### config.mk
export PLATFORM = sky130hd
export DESIGN_NAME = cascade_prio_arb
export DESIGN_NICKNAME = d
export VERILOG_FILES = /design/src/rtl/cpa_pkg.sv /design/src/rtl/arb_prio_group.sv /design/src/rtl/arb_grant_ctrl.sv /design/src/rtl/cascade_prio_arb.sv
export SDC_FILE = /design/constraint.sdc
export NUM_CORES = 1
export LEC_CHECK = 0
export ABC_AREA = 1
export BUFFER_PORTS_ARGS = -buffer_cell sky130_fd_sc_hd__buf_2
export CAP_MARGIN = 10
export CORE_AREA = 2 2 61 63
export DETAILED_ROUTE_END_ITERATION = 16
export DIE_AREA = 0 0 63 65
export PLACE_DENSITY = 0.6
export REMOVE_ABC_BUFFERS = 1
export SETUP_SLACK_MARGIN = 0.5
export SYNTH_ARGS = -nofsm -noshare
export SYNTH_HDL_FRONTEND = slang
export SYNTH_SLANG_ARGS = --single-unit
### constraint.sdc
create_clock -name clk -period 4.94 [get_ports clk]
set_input_delay 1.235 -clock clk [delete_from_list [all_inputs] [get_ports clk]]
set_output_delay 1.235 -clock clk [all_outputs]
set_load 0.1 [all_outputs]
### src/rtl/cpa_pkg.sv
package cpa_pkg;
  // Channels per tier; the upper tier spends one slot on the cascade.
  localparam int CPA_GRP_CH = 4;

  function automatic int cpa_total_ch(input int grp_ch);
    return 2 * grp_ch - 1;
  endfunction
endpackage

### src/rtl/arb_prio_group.sv
// One tier of the arbiter: fixed or rotating order over GRP_CH requests.
module arb_prio_group #(
  parameter int GRP_CH = 4
) (
  input  logic                      clk,
  input  logic                      rst,
  input  logic [GRP_CH-1:0]         req,
  input  logic                      rotate,
  input  logic                      upd,
  input  logic [$clog2(GRP_CH)-1:0] upd_idx,
  output logic                      win_valid,
  output logic [$clog2(GRP_CH)-1:0] win_idx
);
  localparam int IW = $clog2(GRP_CH);
  localparam logic [IW-1:0] LAST = IW'(GRP_CH - 1);

  logic [IW-1:0] last_q;
  logic [IW-1:0] start;
  logic [IW-1:0] cand;

  // History of the most recently served channel; reset when served in fixed order.
  always_ff @(posedge clk) begin
    if (rst) begin
      last_q <= LAST;
    end else if (upd) begin
      last_q <= rotate ? upd_idx : LAST;
    end
  end

  // Search starts just after the last served channel (wraps, GRP_CH is a power of two).
  always_comb begin
    start     = rotate ? last_q + IW'(1) : '0;
    win_valid = 1'b0;
    win_idx   = '0;
    cand      = '0;
    for (int k = 0; k < GRP_CH; k++) begin
      cand = start + IW'(k);
      if (!win_valid && req[cand]) begin
        win_valid = 1'b1;
        win_idx   = cand;
      end
    end
  end
endmodule

### src/rtl/arb_grant_ctrl.sv
// Holds the grant until the done pulse and produces the cascade handshake.
module arb_grant_ctrl #(
  parameter int GRP_CH = 4
) (
  input  logic                      clk,
  input  logic                      rst,
  input  logic                      done_i,
  input  logic                      pri_valid,
  input  logic [$clog2(GRP_CH)-1:0] pri_idx,
  input  logic [$clog2(GRP_CH)-1:0] sec_idx,
  input  logic                      sec_any,
  output logic [2*GRP_CH-2:0]       grant_o,
  output logic                      ack_o,
  output logic                      hold_o,
  output logic                      upd_pri_o,
  output logic                      upd_sec_o,
  output logic [$clog2(GRP_CH)-1:0] pri_srv_o,
  output logic [$clog2(GRP_CH)-1:0] sec_srv_o
);
  localparam int IW  = $clog2(GRP_CH);
  localparam int TOT = 2 * GRP_CH - 1;

  logic          busy_q;
  logic [IW-1:0] pri_q;
  logic [IW-1:0] sec_q;
  logic          start;
  logic          finish;
  logic          sec_hold_nxt;
  logic [TOT-1:0] gvec;

  assign start  = !busy_q && pri_valid;
  assign finish = busy_q && done_i;

  // Map the tier winners onto the flat grant vector.
  always_comb begin
    gvec = '0;
    for (int i = 0; i < TOT; i++) begin
      if (i < GRP_CH) begin
        gvec[i] = (pri_idx == '0) && (sec_idx == IW'(i));
      end else begin
        gvec[i] = (pri_idx == IW'(i - GRP_CH + 1));
      end
    end
  end

  assign sec_hold_nxt = start ? (pri_idx == '0)
                              : (busy_q && !done_i && (pri_q == '0));

  always_ff @(posedge clk) begin
    if (rst) begin
      busy_q  <= 1'b0;
      pri_q   <= '0;
      sec_q   <= '0;
      grant_o <= '0;
      ack_o   <= 1'b0;
      hold_o  <= 1'b0;
    end else begin
      if (start) begin
        busy_q  <= 1'b1;
        pri_q   <= pri_idx;
        sec_q   <= sec_idx;
        grant_o <= gvec;
        ack_o   <= (pri_idx == '0);
      end else if (finish) begin
        busy_q  <= 1'b0;
        grant_o <= '0;
        ack_o   <= 1'b0;
      end
      hold_o <= sec_any | sec_hold_nxt;
    end
  end

  assign upd_pri_o = finish;
  assign upd_sec_o = finish && (pri_q == '0);
  assign pri_srv_o = pri_q;
  assign sec_srv_o = sec_q;
endmodule

### src/rtl/cascade_prio_arb.sv
module cascade_prio_arb
  import cpa_pkg::*;
#(
  parameter int GRP_CH = CPA_GRP_CH
) (
  input  logic                    clk,
  input  logic                    rst,
  input  logic [2*GRP_CH-2:0]     req_i,
  input  logic                    rot_sec_i,
  input  logic                    rot_pri_i,
  input  logic                    done_i,
  output logic [2*GRP_CH-2:0]     grant_o,
  output logic                    ack_o,
  output logic                    hold_o
);
  localparam int IW  = $clog2(GRP_CH);
  localparam int TOT = cpa_total_ch(GRP_CH);

  logic [GRP_CH-1:0] sec_req;
  logic [GRP_CH-1:0] pri_req;
  logic              sec_valid;
  logic [IW-1:0]     sec_idx;
  logic              pri_valid;
  logic [IW-1:0]     pri_idx;
  logic              upd_pri;
  logic              upd_sec;
  logic [IW-1:0]     pri_srv;
  logic [IW-1:0]     sec_srv;

  assign sec_req = req_i[GRP_CH-1:0];
  // Upper tier slot 0 is the lower tier's combined demand.
  assign pri_req = {req_i[TOT-1:GRP_CH], sec_valid};

  arb_prio_group #(.GRP_CH(GRP_CH)) u_sec (
    .clk(clk), .rst(rst), .req(sec_req), .rotate(rot_sec_i),
    .upd(upd_sec), .upd_idx(sec_srv),
    .win_valid(sec_valid), .win_idx(sec_idx)
  );

  arb_prio_group #(.GRP_CH(GRP_CH)) u_pri (
    .clk(clk), .rst(rst), .req(pri_req), .rotate(rot_pri_i),
    .upd(upd_pri), .upd_idx(pri_srv),
    .win_valid(pri_valid), .win_idx(pri_idx)
  );

  arb_grant_ctrl #(.GRP_CH(GRP_CH)) u_ctrl (
    .clk(clk), .rst(rst), .done_i(done_i),
    .pri_valid(pri_valid), .pri_idx(pri_idx), .sec_idx(sec_idx),
    .sec_any(sec_valid),
    .grant_o(grant_o), .ack_o(ack_o), .hold_o(hold_o),
    .upd_pri_o(upd_pri), .upd_sec_o(upd_sec),
    .pri_srv_o(pri_srv), .sec_srv_o(sec_srv)
  );
endmodule

==> run metrics <==
peak supply drop=0.0001252 V; clock skew=between 0.006 and 0.007 ns; Placed Instance Area=between 1500 and 2000 sq um; CTS sink count=18; number of flops mapped to enable cells by yosys=0; row count=22; fillcell total=between 300 and 400; Slew headroom=between 60% and 70%; mean cell area of the mapped netlist=6.745 sq um; die width=about 63 microns; Synth Instances=202; Final Max Tran Viols=0; synth warn=0; PortBufs=20; Ports=21; Pwr Total=approximately 0.42 mW; WP data required=roughly 5.1 ns; critical path class=in -> reg; Worst-Margin Slew=slightly below 0.5 ns; vias per cell=~4.8; die area=slightly above 4000 sq um; first-pass GRT wire length=roughly 5.2 mm; Root Buffer=clkbuf_4; Static Leak=between 0.7 and 0.8 nW; maximum root-to-sink buffer count=2; Final Setup Violations=0; FF+latch count, synth=18; final WL=roughly 2.8 mm; # DRC=0; commonest non-fill, non-tap cells in the layout=nand2_1 (40), inv_1 (23), nand3_1 (20), buf_2 (20); PwrDens=approximately 280 nW/um^2; Worst setup EP type=flip-flop; hpwl dp=~2.3 mm; Die Y=between 60 and 70 microns; unrepaired setup endpoints after global routing=no; Max Cap Viol=0; Reg clk slew, reported paths=0.09 ns; H-tree depth=1; synth unique cells=28; most common cell after layout, fill and taps aside=nand2_1; Seq. cell area=between 300 and 400 sq um; initial drt markers=60; worst-skew pair later-pin latency=a little under 0.3 ns; placer congestion estimate=a little over 0.8; Vias=~1300; Diodes inserted=0; TritonCTS buffer count=3; total gr overflow=0; Final Cycle Share=between 50% and 60%; CTS tree=yes; final hold vios=0; Hold/Removal Path Class=reg -> reg; number of global-route vias before repair=about 1200; core area=3496 sq um; min cycle time layout=between 2 and 3 ns; setup TNS=0 ns; ys flop type=dfxtp_1; Final #Nets=roughly 240; Area growth syn-to-layout=11.85%; Starting Density=between 30% and 40%; CP Max Fanout=11; pre-CTS WS=approximately 1.8 ns; Async SR Flop Fraction=0%; sequential fraction of the synthesis area=between 20% and 30%; ratio of cells with drive above 1 in the final layout=between 30% and 40%; routed len/inst=10.23 microns; largest net degree at the start of global routing=15; hold-fix buffers at CTS=0; Crit path arrival time=between 2 and 3 ns; Tot GR Track Use=about 16%; Max Fclk=~360 MHz; DRT Pass-1 Iters=4; remaining antenna violation count=0; status=finished clean; fin area=between 1500 and 2000 sq um; Post-CTS Setup Bufs=0; Final WS setup=about 2.1 ns; CP Launch Type=input pin; post-synth design cell area=~1400 sq um; number of gates resized after CTS=0; area of the multi-input gates=a little under 900 sq um; initial antenna violation count=0; final hold slack=~0.47 ns
sequential cells by signal, summed over array words and instances (netlist names):
name              flops
u_ctrl.grant_o        7
u_ctrl.pri_srv_o      2
u_ctrl.sec_srv_o      2
u_pri.last_q          2
u_sec.last_q          2
u_ctrl.ack_o          1
u_ctrl.busy_q         1
u_ctrl.hold_o         1
path summary, 6_finish.rpt:
path                        to  cells after the start             from  slack, ns
max          u_ctrl.grant_o[1]                     13        rot_sec_i       2.14
min               u_ctrl.ack_o                      2     u_ctrl.ack_o       0.47
max reg2reg  u_ctrl.grant_o[1]                     13  u_sec.last_q[0]       2.83
min reg2reg       u_ctrl.ack_o                      2     u_ctrl.ack_o       0.47
stage by stage:
step | instances | util (%)
floorplan | 200 | -
finish | 271 | 43.59
detailed placement | 268 | 42.95
global route | 271 | 43.59
global placement | 268 | 42.95
CTS | 271 | 43.59
routing by layer:
| layer | track usage [%] | part of all wire (%) |
|---|---|---|
| met1 | 20.85 | 52 |
| met2 | 25.13 | 43 |
| met3 | 2.604 | 3.2 |
| met4 | 5.833 | 1.6 |
| met5 | 0 | 0 |
critical path: stages:
cell	delay [ns]
buf_2	0.20
nand2_2	0.13
nand2_1	0.09
nand2_2	0.07
o21ai_2	0.22
nor3_1	0.10
or3_2	0.41
nand2_1	0.16
inv_1	0.09
nand4_1	0.10
nor2_1	0.05
nor2_1	0.08
nor2_1	0.04
cell usage after synthesis, types with 2 or more instances:
master | number | area [sq um]
a21oi_1 | 11 | 55.05
a21oi_2 | 5 | 43.79
dfxtp_1 | 18 | 360.4
inv_1 | 23 | 86.33
inv_2 | 2 | 7.510
nand2_1 | 40 | 150.1
nand2_2 | 18 | 112.6
nand2_4 | 6 | 67.56
nand3_1 | 20 | 100.1
nand3_2 | 3 | 30.03
nand4_1 | 8 | 50.05
nor2_1 | 17 | 63.81
nor2_2 | 3 | 18.77
nor2_4 | 4 | 45.04
nor3_1 | 2 | 10.01
o211ai_1 | 6 | 45.04
o21ai_0 | 5 | 25.02
report_power, final:
part	switching, mW	internal (mW)	total, mW
clock network	0.0438	0.0284	0.0722
registers	0.00898	0.158	0.167
logic	0.135	0.0484	0.184
total	0.188	0.235	0.423
layout make-up:
cell class / count / area share, %
flip-flops and latches: 18 / 23.65
inverters: 27 / 7.143
clock buffers: 3 / 1.478
multi-input cells: 155 / 57.22
repair buffers: 20 / 6.568
well taps: 48 / 3.941
cell families (layout without fill, tap and decap cells):
kind of cell	after synthesis	in the layout	share of synthesized area, %
multiplexers	1	1	0.7346
AND/OR/NAND/NOR	125	125	49.86
flip-flops	18	18	26.45
AO/OA/AOI/OAI	29	29	13.41
buffers and inverters	29	50	9.550
Note: power is estimated with default switching activity, not from simulation.
